===== src/rtl/ucr_pkg.sv =====
package ucr_pkg;

  typedef enum logic [1:0] {
    SEL_MR0 = 2'd0,
    SEL_MR1 = 2'd1,
    SEL_MR2 = 2'd2
  } mode_sel_e;

  localparam logic [3:0] OP_SEL_MR1   = 4'h1;
  localparam logic [3:0] OP_RX_RESET  = 4'h2;
  localparam logic [3:0] OP_TX_RESET  = 4'h3;
  localparam logic [3:0] OP_ERR_CLEAR = 4'h4;
  localparam logic [3:0] OP_BRK_CLEAR = 4'h5;
  localparam logic [3:0] OP_BREAK_ON  = 4'h6;
  localparam logic [3:0] OP_BREAK_OFF = 4'h7;
  localparam logic [3:0] OP_SEL_MR0   = 4'hB;

  localparam logic [2:0] OFS_MODE = 3'd0;
  localparam logic [2:0] OFS_STAT = 3'd1;
  localparam logic [2:0] OFS_CMD  = 3'd2;

  localparam int WIN_BITS = 3;

endpackage


===== src/rtl/ucr_cmd_unit.sv =====
module ucr_cmd_unit
  import ucr_pkg::*;
#(
  parameter bit HAS_MR0 = 1'b1
) (
  input  logic       clk,
  input  logic       rst_n,
  input  logic       cmd_wr,
  input  logic [7:0] cmd_byte,
  output logic       rx_en_o,
  output logic       tx_en_o,
  output logic       rx_rst_o,
  output logic       tx_rst_o,
  output logic       brk_o,
  output logic       clr_err_o,
  output logic       clr_brk_o,
  output logic       go_mr1_o,
  output logic       go_mr0_o
);

  logic [3:0] op;
  logic       rx_en_q, rx_en_d;
  logic       tx_en_q, tx_en_d;
  logic       rx_rst_q, rx_rst_d;
  logic       tx_rst_q, tx_rst_d;
  logic       brk_q, brk_d;
  logic       hit_mr0;

  assign op      = cmd_byte[7:4];
  assign hit_mr0 = cmd_wr && (op == OP_SEL_MR0);

  always_comb begin
    rx_en_d  = rx_en_q;
    tx_en_d  = tx_en_q;
    brk_d    = brk_q;
    rx_rst_d = 1'b0;
    tx_rst_d = 1'b0;
    if (cmd_wr) begin
      if (cmd_byte[1])      rx_en_d = 1'b0;
      else if (cmd_byte[0]) rx_en_d = 1'b1;
      if (cmd_byte[3])      tx_en_d = 1'b0;
      else if (cmd_byte[2]) tx_en_d = 1'b1;
      rx_rst_d = (op == OP_RX_RESET);
      tx_rst_d = (op == OP_TX_RESET);
      if (op == OP_BREAK_ON)
        brk_d = 1'b1;
      else if ((op == OP_BREAK_OFF) || (op == OP_TX_RESET))
        brk_d = 1'b0;
    end
  end

  always_ff @(posedge clk or negedge rst_n) begin
    if (!rst_n) begin
      rx_en_q  <= 1'b0;
      tx_en_q  <= 1'b0;
      rx_rst_q <= 1'b0;
      tx_rst_q <= 1'b0;
      brk_q    <= 1'b0;
    end else begin
      rx_rst_q <= rx_rst_d;
      tx_rst_q <= tx_rst_d;
      if (cmd_wr) begin
        rx_en_q <= rx_en_d;
        tx_en_q <= tx_en_d;
        brk_q   <= brk_d;
      end
    end
  end

  assign rx_en_o   = rx_en_q;
  assign tx_en_o   = tx_en_q;
  assign rx_rst_o  = rx_rst_q;
  assign tx_rst_o  = tx_rst_q;
  assign brk_o     = brk_q;
  assign clr_err_o = cmd_wr && (op == OP_ERR_CLEAR);
  assign clr_brk_o = cmd_wr && (op == OP_BRK_CLEAR);

  generate
    if (HAS_MR0) begin : g_mr0_cmd
      assign go_mr0_o = hit_mr0;
      assign go_mr1_o = cmd_wr && (op == OP_SEL_MR1);
    end else begin : g_no_mr0_cmd
      assign go_mr0_o = 1'b0;
      assign go_mr1_o = (cmd_wr && (op == OP_SEL_MR1)) || hit_mr0;
    end
  endgenerate

  AST_RX_DISABLE_WINS: assert property (@(posedge clk) disable iff (!rst_n)
    $past(cmd_wr && cmd_byte[1]) |-> !rx_en_o) else $error("rx disable lost");
  AST_TX_DISABLE_WINS: assert property (@(posedge clk) disable iff (!rst_n)
    $past(cmd_wr && cmd_byte[3]) |-> !tx_en_o) else $error("tx disable lost");
  AST_RX_STROBE_CAUSE: assert property (@(posedge clk) disable iff (!rst_n)
    rx_rst_o |-> $past(cmd_wr && (cmd_byte[7:4] == OP_RX_RESET))) else $error("stray rx strobe");
  AST_TX_STROBE_CAUSE: assert property (@(posedge clk) disable iff (!rst_n)
    tx_rst_o |-> $past(cmd_wr && (cmd_byte[7:4] == OP_TX_RESET))) else $error("stray tx strobe");
  AST_BREAK_DROPS: assert property (@(posedge clk) disable iff (!rst_n)
    $past(cmd_wr && ((cmd_byte[7:4] == OP_TX_RESET) || (cmd_byte[7:4] == OP_BREAK_OFF))) |-> !brk_o)
    else $error("break held after stop");

endmodule


===== src/rtl/ucr_mode_bank.sv =====
module ucr_mode_bank
  import ucr_pkg::*;
#(
  parameter bit HAS_MR0 = 1'b1
) (
  input  logic       clk,
  input  logic       rst_n,
  input  logic       mode_wr,
  input  logic [7:0] wdata,
  input  logic       go_mr1,
  input  logic       go_mr0,
  output logic [7:0] mr0_o,
  output logic [7:0] mr1_o,
  output logic [7:0] mr2_o,
  output logic [7:0] sel_data_o
);

  mode_sel_e  sel_q, sel_d;
  logic       sel_upd;
  logic [7:0] mr1_q, mr2_q;
  logic       wr_mr1, wr_mr2;

  always_comb begin
    sel_d   = sel_q;
    sel_upd = 1'b0;
    if (go_mr0) begin
      sel_d   = SEL_MR0;
      sel_upd = 1'b1;
    end else if (go_mr1) begin
      sel_d   = SEL_MR1;
      sel_upd = 1'b1;
    end else if (mode_wr) begin
      sel_upd = 1'b1;
      case (sel_q)
        SEL_MR0: sel_d = SEL_MR1;
        default: sel_d = SEL_MR2;
      endcase
    end
  end

  always_ff @(posedge clk or negedge rst_n) begin
    if (!rst_n) sel_q <= SEL_MR1;
    else if (sel_upd) sel_q <= sel_d;
  end

  assign wr_mr1 = mode_wr && (sel_q == SEL_MR1);
  assign wr_mr2 = mode_wr && (sel_q == SEL_MR2);

  always_ff @(posedge clk or negedge rst_n) begin
    if (!rst_n) mr1_q <= 8'h00;
    else if (wr_mr1) mr1_q <= wdata;
  end

  always_ff @(posedge clk or negedge rst_n) begin
    if (!rst_n) mr2_q <= 8'h00;
    else if (wr_mr2) mr2_q <= wdata;
  end

  generate
    if (HAS_MR0) begin : g_mr0
      logic [7:0] mr0_q;
      logic       wr_mr0;
      assign wr_mr0 = mode_wr && (sel_q == SEL_MR0);
      always_ff @(posedge clk or negedge rst_n) begin
        if (!rst_n) mr0_q <= 8'h00;
        else if (wr_mr0) mr0_q <= wdata;
      end
      assign mr0_o = mr0_q;
    end else begin : g_no_mr0
      assign mr0_o = 8'h00;
    end
  endgenerate

  assign mr1_o = mr1_q;
  assign mr2_o = mr2_q;

  always_comb begin
    case (sel_q)
      SEL_MR0: sel_data_o = mr0_o;
      SEL_MR1: sel_data_o = mr1_q;
      default: sel_data_o = mr2_q;
    endcase
  end

  AST_SEL_LEGAL: assert property (@(posedge clk) disable iff (!rst_n)
    sel_q != 2'd3) else $error("illegal mode select");
  AST_MR2_PARKS: assert property (@(posedge clk) disable iff (!rst_n)
    $past(mode_wr && !go_mr0 && !go_mr1 && (sel_q == SEL_MR2)) |-> (sel_q == SEL_MR2))
    else $error("select left MR2");
  AST_MR0_ONLY_WHEN_BUILT: assert property (@(posedge clk) disable iff (!rst_n)
    !HAS_MR0 |-> (sel_q != SEL_MR0)) else $error("MR0 selected without MR0");

endmodule


===== src/rtl/ucr_err_flags.sv =====
module ucr_err_flags (
  input  logic       clk,
  input  logic       rst_n,
  input  logic       lv_rx_ready,
  input  logic       lv_fifo_full,
  input  logic       lv_tx_ready,
  input  logic       lv_tx_empty,
  input  logic       ev_ovr,
  input  logic       ev_par,
  input  logic       ev_frm,
  input  logic       ev_brk,
  input  logic       clr_err,
  input  logic       clr_brk,
  output logic [7:0] status_o
);

  // sticky order: [3]=break, [2]=framing, [1]=parity, [0]=overrun
  logic [3:0] stk_q, stk_d;
  logic       stk_upd;

  always_comb begin
    stk_d = stk_q;
    if (clr_err) stk_d[2:0] = 3'b000;
    if (clr_brk) stk_d[3]   = 1'b0;
    stk_d   = stk_d | {ev_brk, ev_frm, ev_par, ev_ovr};
    stk_upd = clr_err | clr_brk | ev_brk | ev_frm | ev_par | ev_ovr;
  end

  always_ff @(posedge clk or negedge rst_n) begin
    if (!rst_n) stk_q <= 4'h0;
    else if (stk_upd) stk_q <= stk_d;
  end

  assign status_o = {stk_q, lv_tx_empty, lv_tx_ready, lv_fifo_full, lv_rx_ready};

  AST_OVR_STICKY: assert property (@(posedge clk) disable iff (!rst_n)
    $past(status_o[4] && !clr_err) |-> status_o[4]) else $error("overrun lost");
  AST_EVT_BEATS_CLEAR: assert property (@(posedge clk) disable iff (!rst_n)
    $past(ev_par) |-> status_o[5]) else $error("parity event lost");
  AST_BRK_STICKY: assert property (@(posedge clk) disable iff (!rst_n)
    $past(status_o[7] && !clr_brk) |-> status_o[7]) else $error("break flag lost");

endmodule


===== src/rtl/ucr_chan_ctrl.sv =====
module ucr_chan_ctrl
  import ucr_pkg::*;
#(
  parameter int CHAN_ID = 1,
  parameter int ADDR_W  = 6,
  parameter bit HAS_MR0 = 1'b1
) (
  input  logic              clk,
  input  logic              rst_n,
  input  logic              bus_we,
  input  logic [ADDR_W-1:0] bus_addr,
  input  logic [7:0]        bus_wdata,
  output logic [7:0]        bus_rdata,
  input  logic              lv_rx_ready,
  input  logic              lv_fifo_full,
  input  logic              lv_tx_ready,
  input  logic              lv_tx_empty,
  input  logic              ev_ovr,
  input  logic              ev_par,
  input  logic              ev_frm,
  input  logic              ev_brk,
  output logic              rx_en_o,
  output logic              tx_en_o,
  output logic              rx_rst_o,
  output logic              tx_rst_o,
  output logic              brk_o,
  output logic [3:0]        char_bits_o,
  output logic              par_en_o,
  output logic              par_odd_o,
  output logic [2:0]        mr1_hi_o,
  output logic [7:0]        stop_cfg_o,
  output logic [7:0]        ext_cfg_o,
  output logic [7:0]        status_o
);

  localparam int CH_W = ADDR_W - WIN_BITS;
  localparam logic [CH_W-1:0] MY_BASE = CH_W'(CHAN_ID);

  logic [2:0] ofs;
  logic       in_win;
  logic       cmd_wr, mode_wr;
  logic       clr_err, clr_brk, go_mr1, go_mr0;
  logic [7:0] mr0, mr1, mr2, sel_data;

  assign ofs     = bus_addr[WIN_BITS-1:0];
  assign in_win  = (bus_addr[ADDR_W-1:WIN_BITS] == MY_BASE);
  assign cmd_wr  = bus_we && in_win && (ofs == OFS_CMD);
  assign mode_wr = bus_we && in_win && (ofs == OFS_MODE);

  ucr_cmd_unit #(.HAS_MR0(HAS_MR0)) u_cmd (
    .clk       (clk),
    .rst_n     (rst_n),
    .cmd_wr    (cmd_wr),
    .cmd_byte  (bus_wdata),
    .rx_en_o   (rx_en_o),
    .tx_en_o   (tx_en_o),
    .rx_rst_o  (rx_rst_o),
    .tx_rst_o  (tx_rst_o),
    .brk_o     (brk_o),
    .clr_err_o (clr_err),
    .clr_brk_o (clr_brk),
    .go_mr1_o  (go_mr1),
    .go_mr0_o  (go_mr0)
  );

  ucr_mode_bank #(.HAS_MR0(HAS_MR0)) u_mode (
    .clk        (clk),
    .rst_n      (rst_n),
    .mode_wr    (mode_wr),
    .wdata      (bus_wdata),
    .go_mr1     (go_mr1),
    .go_mr0     (go_mr0),
    .mr0_o      (mr0),
    .mr1_o      (mr1),
    .mr2_o      (mr2),
    .sel_data_o (sel_data)
  );

  ucr_err_flags u_err (
    .clk          (clk),
    .rst_n        (rst_n),
    .lv_rx_ready  (lv_rx_ready),
    .lv_fifo_full (lv_fifo_full),
    .lv_tx_ready  (lv_tx_ready),
    .lv_tx_empty  (lv_tx_empty),
    .ev_ovr       (ev_ovr),
    .ev_par       (ev_par),
    .ev_frm       (ev_frm),
    .ev_brk       (ev_brk),
    .clr_err      (clr_err),
    .clr_brk      (clr_brk),
    .status_o     (status_o)
  );

  assign char_bits_o = 4'd5 + {2'b00, mr1[1:0]};
  assign par_en_o    = ~mr1[4] & ~mr1[3];
  assign par_odd_o   = par_en_o & mr1[2];
  assign mr1_hi_o    = mr1[7:5];
  assign stop_cfg_o  = mr2;
  assign ext_cfg_o   = mr0;

  always_comb begin
    bus_rdata = 8'h00;
    if (in_win) begin
      case (ofs)
        OFS_MODE: bus_rdata = sel_data;
        OFS_STAT: bus_rdata = status_o;
        default:  bus_rdata = 8'h00;
      endcase
    end
  end

  AST_FOREIGN_NO_STROBE: assert property (@(posedge clk) disable iff (!rst_n)
    $past(bus_we && !in_win) |-> (!rx_rst_o && !tx_rst_o)) else $error("foreign write strobed");
  AST_FOREIGN_KEEPS_EN: assert property (@(posedge clk) disable iff (!rst_n)
    $past(!in_win || !bus_we) |-> ($stable(rx_en_o) && $stable(tx_en_o) && $stable(brk_o)))
    else $error("control moved without write");
  AST_CHAR_RANGE: assert property (@(posedge clk) disable iff (!rst_n)
    (char_bits_o >= 4'd5) && (char_bits_o <= 4'd8)) else $error("char length range");

endmodule


===== config.mk =====
export PLATFORM = sky130hd
export DESIGN_NAME = ucr_chan_ctrl
export DESIGN_NICKNAME = d
export VERILOG_FILES = /design/src/rtl/ucr_pkg.sv /design/src/rtl/ucr_cmd_unit.sv /design/src/rtl/ucr_mode_bank.sv /design/src/rtl/ucr_err_flags.sv /design/src/rtl/ucr_chan_ctrl.sv
export SDC_FILE = /design/constraint.sdc
export NUM_CORES = 1
export LEC_CHECK = 0
export BUFFER_PORTS_ARGS = -buffer_cell sky130_fd_sc_hd__buf_2
export CORE_MARGIN = 2
export CORE_UTILIZATION = 43
export CTS_CLUSTER_DIAMETER = 50
export DETAILED_ROUTE_END_ITERATION = 12
export PLACE_DENSITY = 0.75
export SYNTH_ARGS = -nofsm -noshare
export SYNTH_HDL_FRONTEND = slang
export SYNTH_HIERARCHICAL = 1
export SYNTH_SLANG_ARGS = --single-unit

===== constraint.sdc =====
create_clock -name clk -period 1.2 [get_ports clk]
set_input_delay 0 -clock clk [delete_from_list [all_inputs] [get_ports clk]]
set_output_delay 0 -clock clk [all_outputs]
set_load 0.02 [all_outputs]

Yosys cells after proc, flatten, opt, wreduce, memory -nomap -nowiden
Cells that the tools add are included.
{"block": "word_totals", "out_inout_bits": 46, "inputBits": 25, "word_cells": 75, "ff_bits": 35}
{"block": "classes", "n_eq_ne": 13, "bitwise_logic": 10, "n_addsub": 1, "n_reduce_logical": 21, "muxes": 20}
{"cell": "$pmux W8 S2", "n": 2}
{"cell": "$eq A4 B3 Y1 const B", "n": 4}
{"cell": "$mux W1", "n": 12}
{"cell": "$logic_and A1 B1 Y1", "n": 10}
{"cell": "$eq A4 B2 Y1 const B", "n": 2}
{"cell": "$mux W2", "n": 4}
{"cell": "$mux W8", "n": 1}
{"cell": "$reduce_and A2 Y1", "n": 4}
{"cell": "$eq A3 B1 Y1 const B", "n": 2}
{"cell": "$reduce_bool A2 Y1", "n": 3}
{"cell": "$or A1 B1 Y1", "n": 5}
{"cell": "$add A3 B2 Y4 const A", "n": 1}
{"cell": "$eq A4 B1 Y1 const B", "n": 1}
{"cell": "$eq A4 B4 Y1 const B", "n": 1}
{"cell": "$or A4 B4 Y4", "n": 1}
{"cell": "$eq A3 B2 Y1 const B", "n": 1}
{"cell": "$logic_not A3 Y1", "n": 1}
{"cell": "$mux W3", "n": 1}
{"cell": "$reduce_bool A3 Y1", "n": 1}
{"cell": "$and A1 B1 Y1", "n": 2}
{"cell": "$eq A2 B1 Y1 const B", "n": 1}
{"cell": "$eq A2 B2 Y1 const B", "n": 1}
{"cell": "$logic_not A2 Y1", "n": 1}
{"cell": "$not A1 Y1", "n": 2}
{"cell": "$logic_or A1 B1 Y1", "n": 1}

Logic depth before layout (Yosys ltp)
Gate-level depths: netlist of the first run.
{"block": "logic_depth", "ltp_word": 9, "mapped_depth": 7, "ltp_nobuf": 6}

Hierarchy
The synthesis of the first run kept the hierarchy.
{"mod": "ucr_mode_bank", "instances": 1, "area_each_um2": 1166.1, "seq_area_each_um2": 651.9, "cells_each": 85}
{"mod": "ucr_cmd_unit", "instances": 1, "area_each_um2": 227.7, "seq_area_each_um2": 125.1, "cells_each": 21}
{"mod": "ucr_chan_ctrl", "instances": 1, "area_each_um2": 220.2, "seq_area_each_um2": 0.0, "cells_each": 28}
{"mod": "ucr_err_flags", "instances": 1, "area_each_um2": 167.7, "seq_area_each_um2": 100.1, "cells_each": 14}

Worst setup path after synthesis of the first run
OpenSTA, ideal clock, no wires.
{"block": "synth_timing", "path_kind": "input -> register", "startpoint": "input port bus_addr[2]", "endpoint": "register u_mode.g_mr0.mr0_q[0] (netlist: u_mode/mr0_o[0])", "t_arrival_ps": 1819, "path_buffers": 1, "stages": 5, "required_ps": 1075, "setup_time_ps": 125, "slack_ps": -744, "path_cell_list": "or4b_1 -> buf_6 -> nor4_2 -> nor3b_4 -> mux2_2"}
{"block": "synth_via", "elab_chain_cells": 3}
{"element": "start, declared", "line": "ucr_chan_ctrl.sv:11", "source": "input logic [ADDR_W-1:0] bus_addr,"}
{"element": "$logic_not A3 Y1", "line": "ucr_chan_ctrl.sv:48", "source": "assign mode_wr = bus_we && in_win && (ofs == OFS_MODE);"}
{"element": "$logic_and A1 B1 Y1", "line": "ucr_chan_ctrl.sv:48"}
{"element": "named net mode_wr", "line": "ucr_chan_ctrl.sv:41", "source": "logic cmd_wr, mode_wr;"}
{"element": "$logic_and A1 B1 Y1", "line": "ucr_mode_bank.sv:63", "source": "assign wr_mr0 = mode_wr && (sel_q == SEL_MR0);"}
{"element": "end signal, assigned", "line": "ucr_mode_bank.sv:66", "source": "else if (wr_mr0) mr0_q <= wdata;"}
{"element": "end, declared", "line": "ucr_mode_bank.sv:61", "source": "logic [7:0] mr0_q;"}
The timed path passes the listed nets, and every way through them passes these cells.
A chain may end at the register's enable or synchronous reset.

Worst setup path after layout of the first run
{"block": "layout_timing", "startpoint": "register u_mode.sel_q[0]", "endpoint": "output port bus_rdata[5]"}
{"block": "layout_via", "elab_chain_cells": 4, "elab_cells_between_ends": 5, "cone_classes": "1 x eq/ne; 3 x mux; 1 x reduce/logical"}
{"element": "start, declared", "line": "ucr_mode_bank.sv:18", "source": "mode_sel_e sel_q, sel_d;"}
{"element": "start signal, assigned", "line": "ucr_mode_bank.sv:43", "source": "else if (sel_upd) sel_q <= sel_d;"}
{"element": "$eq A2 B1 Y1 or $logic_not A2 Y1 (tied branches)", "line": "ucr_mode_bank.sv:78", "source": "case (sel_q)"}
{"element": "$pmux W8 S2 *", "line": "ucr_mode_bank.sv:78"}
{"element": "named net sel_data[5]", "line": "ucr_chan_ctrl.sv:43", "source": "logic [7:0] mr0, mr1, mr2, sel_data;"}
{"element": "$pmux W8 S2 *", "line": "ucr_chan_ctrl.sv:105", "source": "case (ofs)"}
{"element": "$mux W8 *", "line": "ucr_chan_ctrl.sv:104", "source": "if (in_win) begin"}
{"element": "end, declared", "line": "ucr_chan_ctrl.sv:13", "source": "output logic [7:0] bus_rdata,"}
The timed path passes the listed nets; every way through them passes the cells marked *.

==> results of run 1 <==
==> cell families (layout without fill, tap and decap cells) <==
family / count (synthesis) / in the layout / share of synthesized area, %
multiplexers: 40 / 40 / 24.2
AND/OR/NAND/NOR: 37 / 37 / 14.3
flip-flops: 35 / 35 / 49.2
AO/OA/AOI/OAI: 19 / 19 / 6.46
buffers and inverters: 16 / 122 / 5.20
adder cells (fa/ha/maj): 1 / 1 / 0.702
==> stage by stage <==
step	std cells	TNS, ns	util, %	hold slack, ns	total power, W
2_1_floorplan	148	-17.12	-	-0.296	0.00167
3_3_place_gp	280	-19.47	58.8	-0.0509	0.00196
3_5_place_dp	280	-20.50	58.8	-0.0487	0.00197
4_1_cts	302	-12.99	66.6	0.00215	0.00288
5_1_grt	304	-15.82	68.7	0.0103	0.00305
6_report	304	-13.81	68.7	0.00134	0.00293
==> layer usage <==
layer	global-route usage (%)	up-vias	wire, um
li1	-	740	-
met5	0	-	0
met3	4.93	5	247
met1	26.3	765	1980
met2	36.2	43	2570
met4	6.00	0	40
==> power breakdown <==
part           internal, W  switching (W)  leakage [nW]  total [W]
logic             0.000415       0.000362         0.951   0.000777
registers          0.00126      0.0000788         0.455    0.00134
clock network     0.000405       0.000409        0.0412   0.000814
==> area by class of cell <==
type	count	area, sq um
clock buffer	6	72.6
clock inverter	2	12.5
fill	292	1250
inverter	6	22.5
multi-input combinational	97	968
sequential	35	878
tap	50	62.6
timing repair buffer	108	732
==> critical path, stage by stage, from the launching register on <==
cell,delay [ns]
dfstp_2,0.63
buf_4,0.14
mux2i_1,0.07
o21ai_1,0.18
mux2i_1,0.10
nor3_1,0.13
buf_2,0.19
==> cell usage in the layout, fill, tap and decap left out, types with 2 or more instances in the layout <==
master / count
buf_2: 66
dfrtp_1: 33
buf_4: 23
mux2_2: 16
mux2i_1: 14
dlygate4sd3_1: 9
nand2_1: 9
o21ai_1: 8
mux2_4: 8
buf_6: 7
nor3_1: 6
inv_1: 5
clkbuf_8: 5
nor3_2: 4
a21oi_2: 4
a21o_1: 4
buf_12: 3
nor4b_4: 2
nor3_4: 2
mux2i_2: 2
nand3b_4: 2
==> sequential cells by signal, summed over array words and instances, names as in the netlist <==
register,cells
u_cmd/tx_en_o,1
u_cmd/tx_rst_o,1
u_cmd/rx_en_o,1
u_mode/mr0_o,8
u_mode/mr1_o,8
u_cmd/brk_o,1
u_cmd/rx_rst_o,1
u_err/stk_q,4
u_mode/mr2_o,8
u_mode/sel_q,2
==> final timing paths <==
path	startpoint	endpoint	cells after the start
max in group asynchronous	rst_n	u_mode/sel_q[0]$_DFFE_PN1P_	3
worst max register to register	u_mode/sel_q[0]$_DFFE_PN1P_	u_mode/mr0_o[7]$_DFFE_PN0P_	6
worst min register to register	u_cmd/brk_o$_DFFE_PN0P_	u_cmd/brk_o$_DFFE_PN0P_	1
min in group asynchronous	rst_n	u_mode/mr1_o[3]$_DFFE_PN0P_	2
worst min-delay path	bus_wdata[0]	u_mode/mr0_o[0]$_DFFE_PN0P_	2
worst max-delay path	u_mode/sel_q[0]$_DFFE_PN1P_	bus_rdata[5]	6
==> what timing repair did <==
item	CTS	global route
pin swaps	6	3
setup buffers	6	3
hold buffers	9	0
setup endpoints to repair	43	45
endpoints found under the hold margin	44	0
gates resized for setup	27	21
==> results.yml, run 1 <==
status:
  failed_checks: "negative setup slack"
  outcome: "complete, but fails checks"
die:
  core_sq_um: 4000
  dieWidth_um: 68.4
  rows: 23
  dieArea_sq_um: 4670
  ios: 71
  die_h_um: 68.4
  floorplan.initialDensity_pct: 44.5
placement:
  gp_congestion: 0.773
  io_buffer_count: 70
  dpl_worst_slack_ns: -0.650
  hpwl_mm: 3.42
  detailed_place.area_sq_um: 2350
yosys:
  async_flop_share_pct: 100
  synth_top_area_cell: "dfrtp_1"
  syn_nets: 174
  synth_common_cells: "34 x dfrtp_1, 24 x mux2_2, 16 x mux2i_1"
  ys_ff_latch: 35
  synth_area_leaders: "dfrtp_1 48%, mux2_2 15%, mux2i_1 9.0%, nor3_1 3.4%, o21ai_0 2.2%"
  seq_area_frac_synth_pct: 49.2
  netlist_instances: 148
  synthFlopType: "dfrtp_1"
  yosysWarnings: 6
  netlist.area_leader.share_pct: 47.8
  ys_types: 30
  yosysMostFrequentCell: "dfrtp_1"
  avgSynthCellArea_sq_um: 12.0
  synth_edf_count: 0
  syn_area_sq_um: 1780
clocking:
  cts_tree: "done"
  cts-root-buf: "clkbuf_8"
  cts_max_level: 2
  clk_latency_ns: 0.29
  clk_pin_slew_ns: 0.07
  clk_path_buf_depth: 2
  numCtsBuffers: 5
  clkSinkCount: 35
timing:
  finalSetupViolations: 43
  rsz0062_at_grt: "true"
  period_minus_slack_ns: 1.73
  layout_setup_ws_ns: -0.531
  tightest_slew_ns: 0.407
  slew_violations: 0
  final_hold_viol_count: 0
  fmax_mhz: 578
  period_share_pct: 144
  skew_ns: 0.0113
  relSlewSlack_pct: 72.9
setup_path:
  start_kind: "flop"
  worstPathMaxFanout: 5
  critPathArrivalTime_ns: 1.73
  reg2reg_slack_ns: -0.43
  end_kind: "output port"
  critPathRequiredTime_ns: 1.20
  critPathKind: "reg2out"
routing:
  drtIter0Drc: 43
  routedWlPerCell_um: 15.9
  remaining_drc_errors: 0
  wirelength_mm: 4.83
  detail_route.first_pass.iterations: 4
  ant_nets: 0
  routed_via_density: 5.11
  via_count: 1553
job:
  max_cap_violations: 0
global_routing:
  grt_max_degree: 21
  grt_util_all_layers_pct: 21.0
  gr-total-overflow: 0
  antenna_found_initial: 0
  grt_first_pass_wirelength_mm: 7.09
  grt_pass1_vias: 1457
cells_and_area:
  nets: 279
  drive_above_1_share_pct: 62.6
  areaGrowthSynthToFinish_pct: 54.3
  num_antenna_cells: 0
  final_area_sq_um: 2750
pwr:
  p_per_area_nw_per_um2: 1070
  p_leak_nw: 1.45
  peakVddDrop_uv: 1300
worst_hold_path:
  hold_class: "in2reg"
Note: power is estimated with default switching activity, not from simulation.
==> run 2, diff against run 1 <==
--- a/config.mk
+++ b/config.mk
@@ -7,10 +7,10 @@
 export LEC_CHECK = 0
 export BUFFER_PORTS_ARGS = -buffer_cell sky130_fd_sc_hd__buf_2
 export CORE_MARGIN = 2
-export CORE_UTILIZATION = 43
+export CORE_UTILIZATION = 50
 export CTS_CLUSTER_DIAMETER = 50
 export DETAILED_ROUTE_END_ITERATION = 12
-export PLACE_DENSITY = 0.75
+export PLACE_DENSITY = 0.82
 export SYNTH_ARGS = -nofsm -noshare
 export SYNTH_HDL_FRONTEND = slang
 export SYNTH_HIERARCHICAL = 1
==> constraint.sdc (replaced) <==
create_clock -name clk -period 2.1 [get_ports clk]
set_input_delay 0 -clock clk [delete_from_list [all_inputs] [get_ports clk]]
set_output_delay 0 -clock clk [all_outputs]
set_load 0.02 [all_outputs]
==> results.yml, run 2 (synthesis results as in run 1) <==
placement:
  dpl_worst_slack_ns: 0.275
  gp_congestion: 0.780
  hpwl_mm: 2.93
  io_buffer_count: 70
timing:
  setup_tns_ns: 0
  slew_violations: 0
  period_share_pct: 90.4
  skew_ns: 0.0104
  layout_setup_ws_ns: 0.202
  fmax_mhz: 527
  tightest_slew_ns: 0.765
  rsz0062_at_grt: "false"
  period_minus_slack_ns: 1.90
  relSlewSlack_pct: 49.0
  final_hold_viol_count: 0
  finalSetupViolations: 0
global_routing:
  grt_first_pass_wirelength_mm: 6.69
  antenna_found_initial: 0
  grt_pass1_vias: 1400
  grt_max_degree: 36
  grt_util_all_layers_pct: 21.8
  gr-total-overflow: 0
clocking:
  clkSinkCount: 35
  cts_setup_buffers: 0
  numCtsBuffers: 5
  cts_hold_buf: 16
  clk_path_buf_depth: 2
  cts_max_level: 2
  cts_resized: 0
  clk_latency_ns: 0.34
  clk_pin_slew_ns: 0.11
  cts-root-buf: "clkbuf_4"
  cts_tree: "done"
setup_path:
  critPathRequiredTime_ns: 2.10
  critPathKind: "reg2out"
  end_kind: "output port"
  reg2reg_slack_ns: 0.46
  start_kind: "flop"
  crit_buf_inv: 1
  crit_path_max_incr_delay_ns: 0.79
  critPathArrivalTime_ns: 1.90
  crit_top_cell: "mux2i_1"
  worstPathMaxFanout: 13
  crit_chain: "mux2i_1, o21ai_0, mux2i_1, nor3_1, buf_2"
  cpMaxStageDelayCell: "dfstp_2"
  path_delay_family: "flip-flops"
cells_and_area:
  num_antenna_cells: 0
  final_cell_mix: "70 x buf_2, 34 x dfrtp_1, 24 x mux2_2"
  drive_above_1_share_pct: 49.2
  areaGrowthSynthToFinish_pct: 34.3
  nets: 263
  mostFrequentLayoutCell: "buf_2"
status:
  outcome: "finished, final reports clean"
die:
  ios: 71
  floorplan.initialDensity_pct: 52.6
  core_sq_um: 3390
  dieWidth_um: 63.7
  die_h_um: 63.7
  dieArea_sq_um: 4060
  rows: 21
routing:
  wirelength_mm: 4.25
  remaining_drc_errors: 0
  routed_via_density: 5.06
  routedWlPerCell_um: 15.0
  drtIter0Drc: 33
  via_count: 1438
  detail_route.first_pass.iterations: 4
  ant_nets: 0
worst_hold_path:
  hold_class: "in2reg"
pwr:
  p_leak_nw: 1.24
  p_per_area_nw_per_um2: 621
  peakVddDrop_uv: 414
job:
  max_cap_violations: 0
## run 2: cell count changes in the layout (fill, tap and decap cells not counted), sizes merged
| cell | previous run | this run |
|---|---|---|
| dlygate4sd3 | 9 | 16 |
| clkinv | 1 | 0 |
| buf | 99 | 76 |
| clkinvlp | 1 | 0 |
| clkbuf | 6 | 8 |
## run 2: worst register-to-register path: stages, from the launching register on
cell and delay (ns):
dfstp_2 0.79, nand3b_2 0.35, mux2_2 0.39
## run 2: final timing paths
check	start	cells past startpoint	endpoint
max	u_mode/sel_q[0]$_DFFE_PN1P_	5	bus_rdata[1]
max in group asynchronous	rst_n	2	u_mode/mr2_o[5]$_DFFE_PN0P_
min	bus_wdata[4]	2	u_mode/mr1_o[4]$_DFFE_PN0P_
min reg2reg	u_cmd/brk_o$_DFFE_PN0P_	1	u_cmd/brk_o$_DFFE_PN0P_
min in group asynchronous	rst_n	2	u_mode/mr1_o[2]$_DFFE_PN0P_
max reg2reg	u_mode/sel_q[0]$_DFFE_PN1P_	2	u_mode/mr2_o[6]$_DFFE_PN0P_
## run 2: per-layer routing
metal | part of all wire (%) | routed length [um] | global-route usage, %
met5 | 0 | 0 | 0
met4 | 0.94 | 40 | 5.98
met3 | 4.6 | 195 | 5.36
met2 | 51 | 2180 | 37.9
met1 | 43 | 1840 | 26.9
## run 2: report_power, final
group | switching, W | internal [W]
clock | 0.000221 | 0.000197
sequential | 0.0000567 | 0.000718
combinational | 0.000152 | 0.000142
## run 2: cell type report
cell class | count | area (sq um)
sequential | 35 | 877
clock buffer | 8 | 68.8
tap | 46 | 57.6
fill | 256 | 996
inverter | 6 | 22.5
timing repair buffer | 92 | 556
multi-input combinational | 97 | 812
## run 2: through the flow
| stage | total power (W) | hold slack (ns) | utilization (%) | instance area, sq um | std cells |
|---|---|---|---|---|---|
| floorplan | 0.000953 | -0.296 | - | 1780 | 148 |
| global placement | 0.00105 | 0.113 | 63.9 | 2160 | 260 |
| detailed placement | 0.00106 | 0.124 | 63.9 | 2160 | 260 |
| CTS | 0.00149 | 0.0179 | 70.6 | 2390 | 284 |
| global route | 0.00156 | 0.0282 | 70.6 | 2390 | 284 |
| finish | 0.00149 | 0.0213 | 70.6 | 2390 | 284 |
==> run 3, diff against run 2 <==
--- a/config.mk
+++ b/config.mk
@@ -6,11 +6,12 @@
 export NUM_CORES = 1
 export LEC_CHECK = 0
 export BUFFER_PORTS_ARGS = -buffer_cell sky130_fd_sc_hd__buf_2
+export CORE_ASPECT_RATIO = 0.8
 export CORE_MARGIN = 2
-export CORE_UTILIZATION = 50
+export CORE_UTILIZATION = 52
 export CTS_CLUSTER_DIAMETER = 50
 export DETAILED_ROUTE_END_ITERATION = 12
-export PLACE_DENSITY = 0.82
+export PLACE_DENSITY = 0.85
 export SYNTH_ARGS = -nofsm -noshare
 export SYNTH_HDL_FRONTEND = slang
 export SYNTH_HIERARCHICAL = 1
==> results.yml, run 3 (synthesis results as in run 1) <==
routing:
  ant_nets: 0
  routedWlPerCell_um: 16.0
  remaining_drc_errors: 0
  routed_via_density: 5.46
  drtIter0Drc: 69
  via_count: 1481
  detail_route.first_pass.iterations: 4
  wirelength_mm: 4.34
timing:
  finalSetupViolations: 0
  final_hold_viol_count: 0
  relSlewSlack_pct: 49.1
  layout_setup_ws_ns: 0.246
  fmax_mhz: 539
  skew_ns: 0.00683
  tightest_slew_ns: 0.764
  period_share_pct: 88.3
  rsz0062_at_grt: "false"
  slew_violations: 0
  setup_tns_ns: 0
  period_minus_slack_ns: 1.85
cells_and_area:
  nets: 256
  num_antenna_cells: 0
  mostFrequentLayoutCell: "buf_2"
  finalNonFillerCells: 271
  final_area_sq_um: 2340
  drive_above_1_share_pct: 49.4
  final_cell_mix: "70 x buf_2, 34 x dfrtp_1, 24 x mux2_2"
  areaGrowthSynthToFinish_pct: 31.5
clocking:
  cts_hold_buf: 10
  clkSinkCount: 35
  clk_path_buf_depth: 2
  clk_pin_slew_ns: 0.06
  cts_tree: "done"
  clk_latency_ns: 0.28
  numCtsBuffers: 5
  cts_setup_buffers: 0
  cts_resized: 0
  cts_max_level: 2
  cts-root-buf: "clkbuf_8"
placement:
  detailed_place.area_sq_um: 2160
  io_buffer_count: 70
  hpwl_mm: 3.04
  dpl_worst_slack_ns: 0.215
  dp_cells: 253
  gp_congestion: 0.780
die:
  floorplan.initialDensity_pct: 56.1
  dieArea_sq_um: 3910
  die_h_um: 56.4
  rows: 18
  core_sq_um: 3180
  dieWidth_um: 69.4
  ios: 71
job:
  max_cap_violations: 0
setup_path:
  start_kind: "flop"
  reg2reg_depth: 2
  critPathRequiredTime_ns: 2.10
  end_kind: "output port"
  critPathArrivalTime_ns: 1.85
  reg2reg_slack_ns: 0.46
  r2r_start: "u_mode/sel_q[0]$_DFFE_PN1P_"
  worstPathMaxFanout: 13
  critPathKind: "reg2out"
  r2r_end: "u_mode/mr2_o[7]$_DFFE_PN0P_"
worst_hold_path:
  worstHoldEndpoint: "u_cmd/rx_rst_o$_DFF_PN0_"
  holdCritStartpoint: "bus_wdata[6]"
  hold_class: "in2reg"
  hold-path-cell-count: 2
global_routing:
  gr-total-overflow: 0
  grt_pass1_vias: 1426
  antenna_found_initial: 0
  grt_first_pass_wirelength_mm: 6.96
  grt_max_degree: 36
  grt_util_all_layers_pct: 23.0
pwr:
  p_per_area_nw_per_um2: 647
  p_leak_nw: 1.21
  peakVddDrop_uv: 471
status:
  outcome: "finished, final reports clean"
-- run 3: per-stage QoR --
| stage | hold slack, ns | util, % | power [W] |
|---|---|---|---|
| final | 0.0169 | 73.8 | 0.00152 |
| after global routing | 0.0185 | 73.8 | 0.00158 |
| after CTS | 0.00204 | 73.8 | 0.00153 |
| after detailed placement | 0.118 | 68.1 | 0.00106 |
| after global placement | 0.110 | 68.1 | 0.00105 |
| after floorplan | -0.296 | - | 0.000953 |
-- run 3: report_power, final --
group	switching (W)	total, W	internal (W)
clock network	0.000216	0.000451	0.000235
logic	0.000152	0.000285	0.000133
registers	0.0000608	0.000780	0.000719
total	0.000428	0.00152	0.00109
-- run 3: layer usage --
| layer | GRT usage, % | wire length (um) |
|---|---|---|
| met2 | 36.4 | 2060 |
| met3 | 5.21 | 315 |
| met4 | 10.1 | 48 |
| met5 | 0 | 0 |
| met1 | 30.6 | 1920 |
-- run 3: how the worst max path moves through the flow --
stage	start	to	slack, ns	cells past startpoint
after floorplan	bus_addr[2]	u_mode/mr0_o[0]$_DFFE_PN0P_	0.16	5
after global placement	bus_addr[2]	u_mode/sel_q[0]$_DFFE_PN1P_	0.28	8
after detailed placement	bus_addr[2]	u_mode/sel_q[0]$_DFFE_PN1P_	0.22	8
after CTS	u_mode/sel_q[0]$_DFFE_PN1P_	bus_rdata[5]	0.24	5
after global routing	u_mode/sel_q[0]$_DFFE_PN1P_	bus_rdata[3]	0.15	5
final	u_mode/sel_q[0]$_DFFE_PN1P_	bus_rdata[5]	0.25	5
-- run 3: area by class of cell --
type,instances,area [sq um]
flip-flops and latches,35,877
fillers,225,833
multi-input cells,97,812
repair buffers,85,500
clock buffers,8,80.1
well taps,40,50.0
inverters,6,22.5
-- run 3: critical path, stage by stage, from the launching register on --
cell and delay [ns]:
dfstp_2 0.79, mux2i_1 0.12, o21ai_0 0.19, mux2i_1 0.09, nor3_1 0.17, buf_2 0.20
